==> config.mk <==
export PLATFORM = sky130hd
export DESIGN_NAME = bsm_master
export DESIGN_NICKNAME = d
export VERILOG_FILES = /design/src/rtl/bsm_pkg.sv /design/src/rtl/bsm_clkdiv.sv /design/src/rtl/bsm_shadow.sv /design/src/rtl/bsm_master.sv
export SDC_FILE = /design/constraint.sdc
export NUM_CORES = 1
export LEC_CHECK = 0
export ABC_AREA = 1
export CAP_MARGIN = 10
export CORE_UTILIZATION = 35
export DETAILED_ROUTE_END_ITERATION = 8
export MAX_ROUTING_LAYER = met4
export SLEW_MARGIN = 20
export SYNTH_ARGS = -nofsm -noshare
export SYNTH_HDL_FRONTEND = slang
export SYNTH_SLANG_ARGS = --single-unit
==> constraint.sdc <==
create_clock -name clk -period 5.1 [get_ports clk]
set_clock_uncertainty 0.1 [all_clocks]
set_input_delay 0.765 -clock clk [delete_from_list [all_inputs] [get_ports clk]]
set_output_delay 0.765 -clock clk [all_outputs]
set_load 0.01 [all_outputs]
==> src/rtl/bsm_pkg.sv <==
package bsm_pkg;
    typedef enum logic [3:0] {
        S_IDLE,
        S_START,
        S_ADDR,
        S_RW,
        S_DEAD1,
        S_ACK1,
        S_DATA,
        S_DEAD2,
        S_ACK2,
        S_STOP
    } bsm_state_t;
endpackage

==> src/rtl/bsm_clkdiv.sv <==
module bsm_clkdiv #(
    parameter int DIVW = 8
) (
    input  logic            clk,
    input  logic            rst_n,
    input  logic            run,
    input  logic [DIVW-1:0] div,
    output logic            tick
);
    logic [DIVW-1:0] cnt;

    always_ff @(posedge clk or negedge rst_n) begin
        if (!rst_n) begin
            cnt <= '0;
        end else if (!run) begin
            cnt <= div;
        end else if (cnt == '0) begin
            cnt <= div;
        end else begin
            cnt <= cnt - DIVW'(1);
        end
    end

    assign tick = run && (cnt == '0);
endmodule

==> src/rtl/bsm_shadow.sv <==
module bsm_shadow #(
    parameter int NPOLL = 4,
    parameter int DW    = 8,
    parameter int IDXW  = 2
) (
    input  logic                clk,
    input  logic                rst_n,
    input  logic                wr_en,
    input  logic [IDXW-1:0]     wr_idx,
    input  logic [DW-1:0]       wr_data,
    output logic [NPOLL*DW-1:0] shadow_q
);
    genvar gi;
    generate
        for (gi = 0; gi < NPOLL; gi++) begin : g_slot
            logic [DW-1:0] val;
            always_ff @(posedge clk or negedge rst_n) begin
                if (!rst_n) begin
                    val <= '0;
                end else if (wr_en && wr_idx == IDXW'(gi)) begin
                    val <= wr_data;
                end
            end
            assign shadow_q[gi*DW +: DW] = val;
        end
    endgenerate
endmodule

==> src/rtl/bsm_master.sv <==
module bsm_master
    import bsm_pkg::*;
#(
    parameter int DIVW  = 8,
    parameter int AW    = 8,
    parameter int DW    = 8,
    parameter int NPOLL = 4
) (
    input  logic                clk,
    input  logic                rst_n,
    input  logic [DIVW-1:0]     div_cfg,
    input  logic                host_req,
    input  logic                host_we,
    input  logic [AW-1:0]       host_addr,
    input  logic [DW-1:0]       host_wdata,
    output logic                host_done,
    output logic [DW-1:0]       host_rdata,
    output logic                err_flag,
    input  logic [NPOLL*AW-1:0] poll_addr,
    output logic [NPOLL*DW-1:0] shadow_q,
    output logic                scl,
    output logic                sda_o,
    output logic                sda_oe,
    input  logic                sda_i
);
    localparam int MAXW = (AW > DW) ? AW : DW;
    localparam int CW   = $clog2(MAXW);
    localparam int IDXW = (NPOLL > 1) ? $clog2(NPOLL) : 1;

    bsm_state_t      st;
    logic            ph;
    logic [CW-1:0]   bitn;
    logic [AW-1:0]   tx_addr;
    logic [DW-1:0]   tx_data;
    logic [DW-1:0]   rx_sh;
    logic            cur_we;
    logic            cur_host;
    logic            nack;
    logic [IDXW-1:0] poll_idx;
    logic            err_q;
    logic            done_q;
    logic [DW-1:0]   rdata_q;
    logic            tick;
    logic            sh_we;
    logic            past_ok;

    bsm_clkdiv #(.DIVW(DIVW)) i_div (
        .clk  (clk),
        .rst_n(rst_n),
        .run  (st != S_IDLE),
        .div  (div_cfg),
        .tick (tick)
    );

    assign sh_we = tick && ph && (st == S_STOP) && !cur_host && !nack;

    bsm_shadow #(.NPOLL(NPOLL), .DW(DW), .IDXW(IDXW)) i_shadow (
        .clk     (clk),
        .rst_n   (rst_n),
        .wr_en   (sh_we),
        .wr_idx  (poll_idx),
        .wr_data (rx_sh),
        .shadow_q(shadow_q)
    );

    // State register and frame datapath
    always_ff @(posedge clk or negedge rst_n) begin
        if (!rst_n) begin
            st       <= S_IDLE;
            ph       <= 1'b0;
            bitn     <= '0;
            tx_addr  <= '0;
            tx_data  <= '0;
            rx_sh    <= '0;
            cur_we   <= 1'b0;
            cur_host <= 1'b0;
            nack     <= 1'b0;
            poll_idx <= '0;
            err_q    <= 1'b0;
            done_q   <= 1'b0;
            rdata_q  <= '0;
        end else begin
            done_q <= 1'b0;
            if (st == S_IDLE) begin
                ph   <= 1'b0;
                bitn <= '0;
                nack <= 1'b0;
                if (host_req) begin
                    tx_addr  <= host_addr;
                    tx_data  <= host_wdata;
                    cur_we   <= host_we;
                    cur_host <= 1'b1;
                end else begin
                    tx_addr  <= poll_addr[int'(poll_idx)*AW +: AW];
                    tx_data  <= '0;
                    cur_we   <= 1'b0;
                    cur_host <= 1'b0;
                end
                st <= S_START;
            end else if (tick) begin
                if (!ph) begin
                    // rising serial clock edge: sample the line
                    ph <= 1'b1;
                    if ((st == S_ACK1 || st == S_ACK2) && sda_i) nack <= 1'b1;
                    if (st == S_DATA && !cur_we) rx_sh <= {rx_sh[DW-2:0], sda_i};
                end else begin
                    // falling serial clock edge: advance the slot
                    ph <= 1'b0;
                    unique case (st)
                        S_START: begin
                            st   <= S_ADDR;
                            bitn <= '0;
                        end
                        S_ADDR: begin
                            tx_addr <= {tx_addr[AW-2:0], 1'b0};
                            if (bitn == CW'(AW-1)) st <= S_RW;
                            else bitn <= bitn + CW'(1);
                        end
                        S_RW:    st <= S_DEAD1;
                        S_DEAD1: st <= S_ACK1;
                        S_ACK1: begin
                            bitn <= '0;
                            st   <= nack ? S_STOP : S_DATA;
                        end
                        S_DATA: begin
                            tx_data <= {tx_data[DW-2:0], 1'b0};
                            if (bitn == CW'(DW-1)) st <= S_DEAD2;
                            else bitn <= bitn + CW'(1);
                        end
                        S_DEAD2: st <= S_ACK2;
                        S_ACK2:  st <= S_STOP;
                        S_STOP: begin
                            st    <= S_IDLE;
                            err_q <= err_q | nack;
                            if (cur_host) begin
                                done_q <= 1'b1;
                                if (!cur_we) rdata_q <= rx_sh;
                            end else if (poll_idx == IDXW'(NPOLL-1)) begin
                                poll_idx <= '0;
                            end else begin
                                poll_idx <= poll_idx + IDXW'(1);
                            end
                        end
                        default: st <= S_IDLE;
                    endcase
                end
            end
        end
    end

    // Bus outputs per state
    always_comb begin
        scl    = 1'b1;
        sda_o  = 1'b1;
        sda_oe = 1'b0;
        unique case (st)
            S_IDLE: begin
                scl = 1'b1;
            end
            S_START: begin
                scl    = 1'b1;
                sda_oe = 1'b1;
                sda_o  = !ph;
            end
            S_ADDR: begin
                scl    = ph;
                sda_oe = 1'b1;
                sda_o  = tx_addr[AW-1];
            end
            S_RW: begin
                scl    = ph;
                sda_oe = 1'b1;
                sda_o  = cur_we;
            end
            S_DEAD1, S_ACK1, S_DEAD2, S_ACK2: begin
                scl = ph;
            end
            S_DATA: begin
                scl    = ph;
                sda_oe = cur_we;
                sda_o  = tx_data[DW-1];
            end
            S_STOP: begin
                scl    = ph;
                sda_oe = 1'b1;
                sda_o  = 1'b0;
            end
            default: scl = 1'b1;
        endcase
    end

    assign host_done  = done_q;
    assign host_rdata = rdata_q;
    assign err_flag   = err_q;

    always_ff @(posedge clk or negedge rst_n) begin
        if (!rst_n) past_ok <= 1'b0;
        else        past_ok <= 1'b1;
    end

    p_scl_hold_r2: assert property (@(posedge clk) disable iff (!rst_n)
        past_ok && !tick |=> $stable(scl));

    p_sda_hold_r9: assert property (@(posedge clk) disable iff (!rst_n)
        past_ok && scl && $past(scl) && st == $past(st) &&
        (st == S_ADDR || st == S_RW || st == S_DATA)
        |-> $stable(sda_o) && $stable(sda_oe));

    p_done_pulse_r4: assert property (@(posedge clk) disable iff (!rst_n)
        host_done |=> !host_done);

    p_err_sticky_r6: assert property (@(posedge clk) disable iff (!rst_n)
        err_flag |=> err_flag);

    p_host_first_r8: assert property (@(posedge clk) disable iff (!rst_n)
        st == S_IDLE && host_req |=> st == S_START && cur_host);

    p_shadow_src_r7: assert property (@(posedge clk) disable iff (!rst_n)
        past_ok && !$stable(shadow_q) |-> $past(st) == S_STOP && !$past(cur_host));
endmodule

==> impl.org, run 1 <==
** Timing
- Fraction of the cycle the final worst path needs :: 0.6040
- Setup total negative slack on the finished layout was measured at 0 ns.
- The number of max-slew violations in the final report is 0.
- The smallest clock period supported by the final layout is computed as 3.081 ns.
- Worst-case headroom to the max-slew limit :: 0.4319
- Setup violations remaining at the end of the flow were counted as 0.
- Final Hold Violating Endpoints :: 0
- Setup repair after global routing left no endpoint under its margin.
- Derived from the worst setup path, the maximum achievable clock frequency is ~320 MHz.
- Transition time at the pin with the least slew margin :: 0.8501 ns
- Across all setup checks in the final design, the least slack found is roughly 2 ns.

** Global routing
- Entering global routing, the biggest net connects between 60 and 70 pins.
- The number of global-route vias before repair is 4140.
- Aggregate global routing overflow :: 0
- Global-route wire length before repair :: ~20000 um
- All-Layer GR Usage :: 0.1850
- Initial antenna violation count :: 0

** Place
- Once detailed placement completed, the half-perimeter wirelength came to 8752 um.
- The congestion estimate from routability-driven global placement came to 0.8901.
- Port-buffer cells :: roughly 110
- Total placed instance area :: 5921 um^2
- Placement-stage worst setup slack :: 2.441 ns

** Yosys
- Averaged over all synthesized cells, the footprint is 7.825 um^2.
- Synth Register Bits :: 87
- Of the post-synthesis cell area, the dominant cell type holds 0.4554.
- The mapped netlist covers around 4800 um^2.
- Of all cell types, the one taking the most synthesized area is sky130_fd_sc_hd__dfrtp_1.
- Gate Count Post-Synth :: 611
- By area the synthesized netlist is led by sky130_fd_sc_hd__dfrtp_1 46%, sky130_fd_sc_hd__nand2_1 14%, sky130_fd_sc_hd__nand3_1 7.5%.
- Synthesis warning total :: 0
- Mapped Nets :: 680
- For this run, the register share of the synthesized area comes to 0.4554.
- Unique cell type count in the Yosys netlist :: 35

** Critical path
- The critical path in this run is classified as reg -> out.
- At the worst endpoint, the arrival time is 2.22 ns.
- Startpoint class of the critical path :: register
- Worst Path Max Fanout :: 15
- Critical Path Sink Type :: output pin
- Data on the critical path is required at its endpoint by 4.24 ns.

** CTS
- Number of buffers added by the clock tree synthesis step :: 9
- CTS built an H-tree with a depth of 3.
- Count of cells resized by post-cts repair :: 0
- Register clock-pin slew on the reported worst setup and hold paths :: 0.06 ns
- Clock tree from TritonCTS :: built
- Quantity of hold-fixing buffers added after cts :: 0
- The clock passes through at most 2 buffers.
- Post-CTS Setup Repair Bufs :: 0
- Clk sinks :: 87
- Clock tree synthesis selected as its root buffer the cell sky130_fd_sc_hd__clkbuf_16.
- Clock Latency Late Sink :: around 0.35 ns

** Cells and area
- Summing all flip-flop and latch instances after layout gives ~2200 um^2.
- Post-route cell area :: 6212 um^2
- Multi-input combinational cell area :: roughly 2200 um^2
- The net count of the finished layout is between 700 and 800.
- Relative area change from synthesis to final layout :: 29.94%
- The repair_antennas step left the layout with diodes totalling 0.
- Fraction of layout instances using a drive strength above 1 :: 0.06180
- After filler insertion, the fill cell instance count of the layout stands at 1326.

** Power
- Leakage power :: 0.002897 uW
- Power spread over the standard cell area amounts to 389.0 nW/um^2.
- The design draws about 2400 uW.
- VDD sags by at most 0.0003236 V.

** Floorplan
- Number of top-level pins :: ~110
- The core region is roughly 13000 um^2.
- Initial core utilization :: 0.3596
- Row cnt :: 42
- Die boundary width :: ~120 um
- Die Y :: around 120 um
- The die covers 14130 um^2.

** Status
- The run finished with clean final reports.

** Route
- Via count :: 4225
- Vias per cell :: 4.758
- In this run, the number of DRC markers left after iteration 0 of detailed routing was 246.
- Final wirelength :: around 12000 um
- After detailed routing, the average wire length per cell comes to 13.45 um.
- DR DRC count :: 0
- Drt first pass iters :: 4
- The count of nets left with antenna violations once routing finished came out at 0.

** Flow run
- Max-cap violations in this run came to 0.

** Min path
- The tightest min-delay check is of the in -> async type.
-- sequential cells by signal, indices dropped and copies added, names as in the netlist, 2 cells and up --
| register | count |
|---|---|
| tx_data | 8 |
| poll_idx | 2 |
| bitn | 3 |
| i_shadow.g_slot.val | 32 |
| st | 4 |
| rx_sh | 8 |
| i_div.cnt | 8 |
| host_rdata | 8 |
| tx_addr | 8 |
-- path summary, 6_finish.rpt --
path | startpoint | to | slack, ns | cells after the start
worst max-delay path | st[1] | sda_oe | 2.02 | 5
worst min-delay path | rst_n | i_shadow.g_slot[2].val[1] | 0.23 | 1
worst max register to register | poll_idx[0] | i_shadow.g_slot[2].val[2] | 2.60 | 5
worst min register to register | err_flag | err_flag | 0.38 | 1
max in group asynchronous | rst_n | cur_host | 3.57 | 2
min in group clk | err_flag | err_flag | 0.38 | 1
-- logic make-up (layout without fill, tap and decap cells) --
logic type | Yosys count | count (layout) | synth area share
simple gates | 317 | 317 | 0.3083
buf+inv | 105 | 206 | 0.09448
compound gates | 89 | 89 | 0.1118
flops | 87 | 87 | 0.4554
fa+ha+maj | 8 | 8 | 0.02094
xor+xnor | 5 | 5 | 0.009159
-- report_power, final --
part	switching [uW]	total [uW]	leakage, uW	internal, uW
Combinational	541	850	0.00161	309
Clock	272	652	0.000136	380
Sequential	103	914	0.00115	812
-- layer usage --
layer | track usage | up-vias | share of wire
met5 | - | - | 0
met4 | 0.05301 | 0 | 0.011
met3 | 0.03831 | 10 | 0.047
met2 | 0.2990 | 118 | 0.48
met1 | 0.2347 | 1970 | 0.46
li1 | - | 2127 | -
-- stage by stage --
step	hold slack (ns)	cells	utilization
finish	0.2321	888	0.4673
floorplan	0.3494	611	-
global placement	0.3661	872	0.4453
global route	0.2508	888	0.4673
CTS	0.2385	888	0.4673
detailed placement	0.3659	872	0.4453
-- cells in the final DEF, fill, tap and decap left out, types with 9 or more instances in the layout --
| cell | n |
|---|---|
| sky130_fd_sc_hd__a21oi_1 | 15 |
| sky130_fd_sc_hd__clkbuf_16 | 9 |
| sky130_fd_sc_hd__clkdlybuf4s50_1 | 104 |
| sky130_fd_sc_hd__dfrtp_1 | 87 |
| sky130_fd_sc_hd__inv_1 | 79 |
| sky130_fd_sc_hd__nand2_1 | 179 |
| sky130_fd_sc_hd__nand3_1 | 72 |
| sky130_fd_sc_hd__nor2_1 | 37 |
| sky130_fd_sc_hd__o21ai_0 | 29 |
| sky130_fd_sc_hd__o21ai_1 | 10 |
| sky130_fd_sc_hd__o21bai_1 | 33 |
-- area by class of cell --
| class | count | share of cell area |
|---|---|---|
| sequential | 87 | 0.3505 |
| multi-input combinational | 419 | 0.3464 |
| timing repair buffer | 106 | 0.1700 |
| inverter | 84 | 0.05076 |
| clock buffer | 11 | 0.03746 |
| tap | 176 | 0.03545 |
| clock inverter | 5 | 0.009466 |
-- cells in the mapped netlist --
cell	instances
sky130_fd_sc_hd__nor2_2	1
sky130_fd_sc_hd__clkinv_1	2
sky130_fd_sc_hd__nand3_4	1
sky130_fd_sc_hd__a21oi_1	15
sky130_fd_sc_hd__xor2_1	4
sky130_fd_sc_hd__o21ai_1	10
sky130_fd_sc_hd__clkbuf_1	5
sky130_fd_sc_hd__nor2_4	8
sky130_fd_sc_hd__nor3_4	1
sky130_fd_sc_hd__nand2_2	3
sky130_fd_sc_hd__xnor2_1	1
sky130_fd_sc_hd__nor2_1	37
sky130_fd_sc_hd__nand3_1	72
sky130_fd_sc_hd__nor3_2	1
sky130_fd_sc_hd__o211ai_1	1
sky130_fd_sc_hd__o21ai_0	29
sky130_fd_sc_hd__inv_1	79
sky130_fd_sc_hd__nand4_2	1
sky130_fd_sc_hd__buf_4	3
sky130_fd_sc_hd__nand2_1	179
sky130_fd_sc_hd__nand3_2	2
sky130_fd_sc_hd__nand4_4	1
sky130_fd_sc_hd__o21bai_1	33
sky130_fd_sc_hd__buf_2	7
sky130_fd_sc_hd__or2_2	2
sky130_fd_sc_hd__buf_6	5
sky130_fd_sc_hd__nand2_4	3
sky130_fd_sc_hd__nor2_8	1
sky130_fd_sc_hd__inv_2	3
sky130_fd_sc_hd__dfrtp_1	87
sky130_fd_sc_hd__nand4_1	3
sky130_fd_sc_hd__ha_1	8
sky130_fd_sc_hd__o311ai_0	1
sky130_fd_sc_hd__nor3_1	1
sky130_fd_sc_hd__buf_1	1
-- worst max-delay path, stage by stage (launching register included) --
cell                              delay, ns
sky130_fd_sc_hd__dfrtp_1               0.71
sky130_fd_sc_hd__nand2_2               0.16
sky130_fd_sc_hd__nor2_4                0.21
sky130_fd_sc_hd__inv_1                 0.07
sky130_fd_sc_hd__o21ai_0               0.16
sky130_fd_sc_hd__clkdlybuf4s50_1       0.57
(Power assumes the default switching activity.)
==> run 2, diff against run 1 <==
==> constraint.sdc (replaced) <==
create_clock -name clk -period 2.5 [get_ports clk]
set_clock_uncertainty 0.1 [all_clocks]
set_input_delay 0.375 -clock clk [delete_from_list [all_inputs] [get_ports clk]]
set_output_delay 0.375 -clock clk [all_outputs]
set_load 0.01 [all_outputs]
==> run 2 against run 1 <==
Critical path depth is 1 higher. Final cell count is 1.0% higher. Register-to-register slack worse by 2.1 ns. Core utilization is 1.1 points higher. Via count is 0.90% lower. First-iteration DRC count is 7.3% lower. Wire length is 2.0% lower. Flip-flop and latch count stayed put. Clock power is 120% higher. Largest cell class unchanged. Sequential share of layout area is 0.72 points lower.
==> impl.org, run 2 (same netlist as run 1, synthesis figures left out) <==
** Min path
- Min-delay worst type :: reg -> reg
- Counting instances, the worst hold path has a depth of 1.

** Route
- DR DRC count :: 0
- Via count :: 4187
- After detailed routing, the average wire length per cell comes to 13.04 um.
- Drt first pass iters :: 5
- Final wirelength :: 11700 um
- The count of nets left with antenna violations once routing finished came out at 0.
- Using the TritonRoute via totals, the vias-per-cell ratio works out to around 4.7.
- DR iter-0 viols :: 228

** Global routing
- The initial antenna violation count came to 0.
- The total overflow left after global routing is 0.
- Entering global routing, the biggest net connects 38 pins.
- Across every metal layer, demand over resource in global routing totals 0.1823.
- Vias in the first global route :: 4107
- Global-route wire length before repair :: between 20000 and 25000 um

** CTS
- The clock passes through at most 2 buffers.
- Number of buffers added by the clock tree synthesis step :: 9
- H-tree depth :: 3
- Clock Latency Late Sink :: 0.34 ns
- After clock tree synthesis, the clock-pin slew on the worst setup and hold paths is 0.06 ns.
- Cell at the root of the clock tree :: sky130_fd_sc_hd__clkbuf_16
- Post-CTS Setup Repair Bufs :: 0
- TritonCTS built the clock tree.
- For this design, the sink count on the clock tree is 87.

** Cells and area
- Leading cell type in the layout, fill and taps excluded :: sky130_fd_sc_hd__nand2_1
- The library cells used most frequently in the layout, excluding fill and tap cells, are 179 x sky130_fd_sc_hd__nand2_1, 101 x sky130_fd_sc_hd__clkdlybuf4s50_1, 84 x sky130_fd_sc_hd__dfrtp_1, 78 x sky130_fd_sc_hd__inv_1, 72 x sky130_fd_sc_hd__nand3_1.
- Fraction of layout instances using a drive strength above 1 :: 0.08599
- Multi-input combinational cell area :: between 2000 and 2500 um^2
- Number of fillers in the final layout :: between 1000 and 1500
- Diode insertion count for antenna repair :: 0
- Final core utilization :: 0.4779
- The register with the most flip-flops in the layout has 32 of them.
- Area taken by flip-flops and latches :: approximately 2200 um^2
- From synthesis to final layout, the design area changed by 32.90%.
- Register ranked first by flip-flop count :: i_shadow.g_slot.val
- Nets :: 785
- Post-route cell area :: 6354 um^2

** Power
- P per Cell Area :: between 800 and 900 nW/um^2
- The analysis attributes to cell leakage a power of 0.002974 uW.
- IR analysis of the VDD net gives a maximum drop of about 0.00049 V.
- Power, Total :: slightly above 5000 uW

** Timing
- The hold violation count in the final report is 0.
- The number of max-slew violations in the final report was 0.
- Static timing analysis puts the maximum clock frequency at roughly 440 MHz.
- Fraction of the cycle the final worst path needs :: 0.9026
- Worst-case headroom to the max-slew limit :: 0.6569
- Summed over all failing endpoints, the final setup total negative slack is 0 ns.
- Setup repair after global routing left no endpoint under its margin.
- Setup violations remaining at the end of the flow were counted as 0.
- Transition time at the pin with the least slew margin :: slightly above 0.5 ns
- Clock period minus worst slack :: 2.256 ns

** Critical path
- Worst reg2reg startpoint :: poll_idx[1]
- Type of the worst setup path :: reg -> out
- STA classifies the critical path startpoint as a register.
- The endpoint identified for the worst register-to-register timing path is i_shadow.g_slot[0].val[7].
- The critical path runs through a total of 6 cells.
- The number of cells on the worst reg-to-reg path is 5.
- Critical Path Sink Type :: output pin
- For this design, the slowest cell found on the critical path is sky130_fd_sc_hd__dfrtp_2.
- Worst path bufs/invs :: 3
- Critical Path Most Common Cell :: sky130_fd_sc_hd__inv_1
- List of cells traversed by the critical path :: inv_1 -> nand2_2 -> nor2_4 -> inv_1 -> o21ai_0 -> dlygate4sd2_1
- Crit path launch :: st[0]
- Required time reported for the critical path endpoint :: roughly 2.0 ns
- Reg2Reg Setup Slack :: approximately 0.5 ns
- Worst Path Max Fanout :: 8
- CP peak stage delay :: roughly 0.49 ns
- Largest delay share family, worst path :: buffers and inverters
- Data arrival time of the worst path :: about 1.8 ns
- In this run the worst setup path terminates at sda_oe.

** Floorplan
- After floorplanning, the core was sized to cover 13300 um^2.
- Initial core utilization :: 0.3596
- The die is 118.9 um wide.
- The floorplan step defined a die boundary enclosing 14130 um^2.
- Measured along the y axis, the die boundary spans 118.9 um.
- Number of top-level pins :: 106
- Row cnt :: 42

** Flow run
- Max-cap violations in this run came to 0.

** Place
- The HPWL after detailed placement is 8646 um.
- Total placed instance area :: 5993 um^2
- The congestion estimate from routability-driven global placement came to 0.8395.
- Input and output buffers added on the ports amount to 105.

** Status
- The flow ran to the end, and the final reports show no timing, DRC or antenna violations.
[run 2: per-layer routing]
metal | track usage | wire length, um | vias to the layer above
met1 | 0.2334 | 5388 | 1937
li1 | - | - | 2147
met5 | - | 0 | -
met2 | 0.2946 | 5668 | 96
met3 | 0.04167 | 549 | 7
met4 | 0.04035 | 95 | 0
[run 2: timing repair]
| item | in CTS | in global routing |
|---|---|---|
| endpoints found under the hold margin | 34 | 0 |
| setup endpoints to repair | 3 | 1 |
| hold buffers | 1 | 0 |
| gates cloned | 0 | 0 |
| gates resized for setup | 7 | 6 |
[run 2: worst reg2reg max path: cells and delay by family (launching register included)]
kind / cells / cell delay [ns]
buffers and inverters: 2 / 0.66
AND/OR/NAND/NOR: 1 / 0.07
AO/OA/AOI/OAI: 1 / 0.11
adder cells (fa/ha/maj): 1 / 0.43
flip-flops: 1 / 0.56
[run 2: worst min path at each step]
| stage | startpoint | endpoint |
|---|---|---|
| 6_report | err_flag | err_flag |
| 5_1_grt | err_flag | err_flag |
| 4_1_cts | err_flag | err_flag |
| 3_5_place_dp | rst_n | i_shadow.g_slot[2].val[3] |
| 3_3_place_gp | rst_n | i_shadow.g_slot[2].val[3] |
| 2_1_floorplan | rst_n | bitn[0] |
[run 2: report_power, final]
group	switching, uW	total (uW)	internal (uW)
sequential	189	1850	1660
clock	557	1460	907
combinational	1140	1790	649
total	1880	5100	3220
[run 2: through the flow]
stage	std cells	hold WS (ns)	setup slack, ns
global placement	880	0.2782	0.3114
floorplan	611	-0.02059	0.6783
global route	897	0.3990	0.1218
CTS	897	0.3815	0.01686
detailed placement	880	0.2801	0.2825
finish	897	0.3761	0.2436
[run 2: final cells by class]
type                    count  area share
clock buffers              10     0.03761
clock inverters             6     0.01418
inverters                  84     0.04963
multi-input cells         419      0.3415
flip-flops and latches     87      0.3432
well taps                 176     0.03466
repair buffers            115      0.1792
==> run 3, diff against run 2 <==
--- a/config.mk
+++ b/config.mk
@@ -6,10 +6,11 @@
 export NUM_CORES = 1
 export LEC_CHECK = 0
 export ABC_AREA = 1
-export CAP_MARGIN = 10
-export CORE_UTILIZATION = 35
+export CAP_MARGIN = 20
+export CORE_UTILIZATION = 55
 export DETAILED_ROUTE_END_ITERATION = 8
 export MAX_ROUTING_LAYER = met4
+export PLACE_DENSITY = 0.86
 export SLEW_MARGIN = 20
 export SYNTH_ARGS = -nofsm -noshare
 export SYNTH_HDL_FRONTEND = slang
==> constraint.sdc (replaced) <==
create_clock -name clk -period 2.64 [get_ports clk]
set_clock_uncertainty 0.1 [all_clocks]
set_input_delay 0.396 -clock clk [delete_from_list [all_inputs] [get_ports clk]]
set_output_delay 0.396 -clock clk [all_outputs]
set_load 0.01 [all_outputs]
==> run 3 against run 2 <==
Global-route usage is 9.9 points higher. Final cell count shrank 7.8%. Non-clock buffer count increased by 1. Setup slack got worse by 0.16 ns. Core utilization up 26 points.
==> impl.org, run 3 (same netlist as run 1, synthesis figures left out) <==
** Route
- For this run, design rule violations remaining after detail routing come to 0.
- The first routing iteration left 218 violations.
- The routed layout has 4401 vias.
- Using the TritonRoute via totals, the vias-per-cell ratio works out to 5.322.
- Final wirelength :: 11640 um
- Remaining number of nets flagged by the antenna check after routing :: 0
- Detailed-route wire length per cell :: 14.08 um
- Drt first pass iters :: 5

** Timing
- At the pin with the least slew margin, the transition time is between 0.6 and 0.7 ns.
- Maximum clock frequency :: between 300 and 400 MHz
- Setup violations remaining at the end of the flow were counted as 0.
- The number of max-slew violations in the final report was 0.
- Smallest setup slack after layout :: 0.08034 ns
- Worst slack on hold paths :: 0.3926 ns
- Clock period minus worst slack :: 2.560 ns
- Final Hold Violating Endpoints :: 0
- Fraction of the cycle the final worst path needs :: 0.9696
- Worst-case headroom to the max-slew limit :: 0.5549

** Cells and area
- Multi-input combinational cell area :: 2165 um^2
- Nets :: around 790
- For this run, the share of the core covered by cells in the final layout is 0.7401.
- Diode insertion count for antenna repair :: 0
- Number of cells in the finished layout apart from fillers :: 827
- Counting flops per register, the top entry is i_shadow.g_slot.val.
- Leaving out fill and tap cells, the most frequent cell in the layout is sky130_fd_sc_hd__nand2_1.
- The top cell types in the final layout, fill and taps aside, are 179 x sky130_fd_sc_hd__nand2_1, 104 x sky130_fd_sc_hd__clkdlybuf4s50_1, 84 x sky130_fd_sc_hd__dfrtp_1, 78 x sky130_fd_sc_hd__inv_1, 72 x sky130_fd_sc_hd__nand3_1.
- Counting the fill cells in the layout gives around 640.
- Flip-flop count of the largest register, all copies and words added :: 32
- Fraction of layout instances using a drive strength above 1 :: 0.08587
- Relative area change from synthesis to final layout :: 28.47%
- The sequential cells in the finished layout cover a total of 2181 um^2.

** Critical path
- Worst Path Max Fanout :: 5
- Tracing the worst setup path back leads to its startpoint at st[3].
- Worst reg2reg startpoint :: poll_idx[0]
- Capturing element of the worst setup path :: scl
- Startpoint class of the critical path :: register
- The critical path is of the reg -> out type.
- Data arrival time of the worst path :: 2.06 ns
- Endpoint of the worst-slack reg-to-reg timing path :: i_shadow.g_slot[2].val[3]
- Setup slack on the worst reg-to-reg path comes out at 0.45 ns.
- Critical Path Sink Type :: output pin
- Number of cells traversed by the worst register-to-register path :: 6
- Data on the critical path is required at its endpoint by 2.14 ns.

** Flow run
- Maxcap violations :: 0

** Power
- Internal power :: 2632 uW
- Fraction of power consumed by the clock network :: 0.204
- Leakage power :: 0.002903 uW
- Of the total power, the share spent switching nets is 0.4083.
- Power spread over the standard cell area amounts to 724.3 nW/um^2.
- The analysis attributes to net switching a power of roughly 1800 uW.
- Of the total power, registers draw 0.395.
- Proportion of power drawn by combinational gates :: 0.401
- Peak ir drop on the vdd network :: 0.0006795 V

** CTS
- CTS saw 87 sinks.
- Buffers inserted during clock tree synthesis total 9.
- Clock Latency Late Sink :: 0.36 ns
- Clock tree from TritonCTS :: built
- CTS placed an instance of sky130_fd_sc_hd__clkbuf_8 at the clock tree root.
- The H-tree generated during clock tree synthesis spans 3 levels.
- Buffer levels on the longest clock path :: 2
- Register clock-pin slew on the reported worst setup and hold paths :: around 0.09 ns

** Floorplan
- The die covers 9070 um^2.
- Number of top-level pins :: roughly 110
- Area of the placeable core :: 8299 um^2
- The die is 95.24 um wide.
- Row cnt :: 33
- Die Y :: 95.24 um
- For this configuration, the core starts out at a cell density of 0.5761.

** Global routing
- Aggregate global routing overflow :: 0
- Global-route wire length before repair :: 19180 um
- Entering global routing, the biggest net connects 36 pins.
- All-Layer GR Usage :: 0.2814
- The initial antenna violation count is 0.
- Vias in the first global route :: 4133

** Place
- Port-buffer cells :: 105
- Final weighted congestion in routability-driven placement :: 0.9297
- Post-Place Cells :: 806
- Before CTS, the worst setup slack after placement is between 0.3 and 0.4 ns.
- Half-perimeter wire length after placement :: 8373 um

** Status
- The run finished with clean final reports.

** Min path
- The worst hold path passes through 2 cells.
- Min-delay worst type :: reg -> reg
run 3: cell types whose count changed in the layout (fill, tap and decap cells not counted), moves of 2 or more:
cell,change
sky130_fd_sc_hd__clkbuf_8,+10
sky130_fd_sc_hd__clkbuf_16,-9
sky130_fd_sc_hd__clkdlybuf4s50_1,+3
sky130_fd_sc_hd__bufinv_16,-2
sky130_fd_sc_hd__clkinvlp_4,+2
sky130_fd_sc_hd__dlygate4sd2_1,-2
run 3: critical path, cell delays in order (launching register included):
cell                              delay, ns
sky130_fd_sc_hd__dfrtp_2               0.43
sky130_fd_sc_hd__inv_1                 0.09
sky130_fd_sc_hd__nand2_1               0.17
sky130_fd_sc_hd__inv_1                 0.08
sky130_fd_sc_hd__o311ai_1              0.33
sky130_fd_sc_hd__clkdlybuf4s50_1       0.60
run 3: final cells by class:
cell class,count,share of cell area
clock buffer,11,0.02465
timing repair buffer,116,0.1886
multi-input combinational,419,0.3524
clock inverter,5,0.006519
sequential,87,0.3551
tap,105,0.02139
inverter,84,0.05133
run 3: worst min path at each step:
stage / from / to / slack (ns)
floorplan: rst_n / bitn[0] / 0.0004
global placement: rst_n / i_shadow.g_slot[2].val[0] / 0.28
detailed placement: rst_n / i_shadow.g_slot[2].val[0] / 0.28
CTS: host_rdata[5] / host_rdata[5] / 0.40
global route: host_rdata[0] / host_rdata[0] / 0.43
finish: host_rdata[5] / host_rdata[5] / 0.39
run 3: power by group through the flow:
stage	logic (uW)	clock network, uW	registers (uW)
global placement	1630	0	1760
global route	2010	984	1780
finish	1780	907	1760
detailed placement	1700	0	1770
floorplan	1290	0	1710
CTS	1710	920	1750
run 3: timing repair:
action | in CTS | in global routing
setup endpoints to repair | 2 | 3
resized for setup | 2 | 7
pin swaps | 0 | 1
hold buffers | 1 | 0
buffers inserted | 0 | 4
hold endpoints to repair | 33 | 0
run 3: through the flow:
stage	setup TNS, ns	cell area, um^2	total power (uW)
final	0	6142	4449
after global routing	-0.06616	6142	4774
after CTS	0	6086	4386
after global placement	0	5882	3390
after detailed placement	0	5882	3468
after floorplan	0	4781	2999
run 3: layer usage:
layer | vias up | track usage | part of all wire
met3 | 17 | 0.04466 | 0.047
met1 | 2084 | 0.3743 | 0.44
met5 | - | - | 0
met4 | 0 | 0.08081 | 0.015
met2 | 154 | 0.4464 | 0.50
li1 | 2146 | - | -
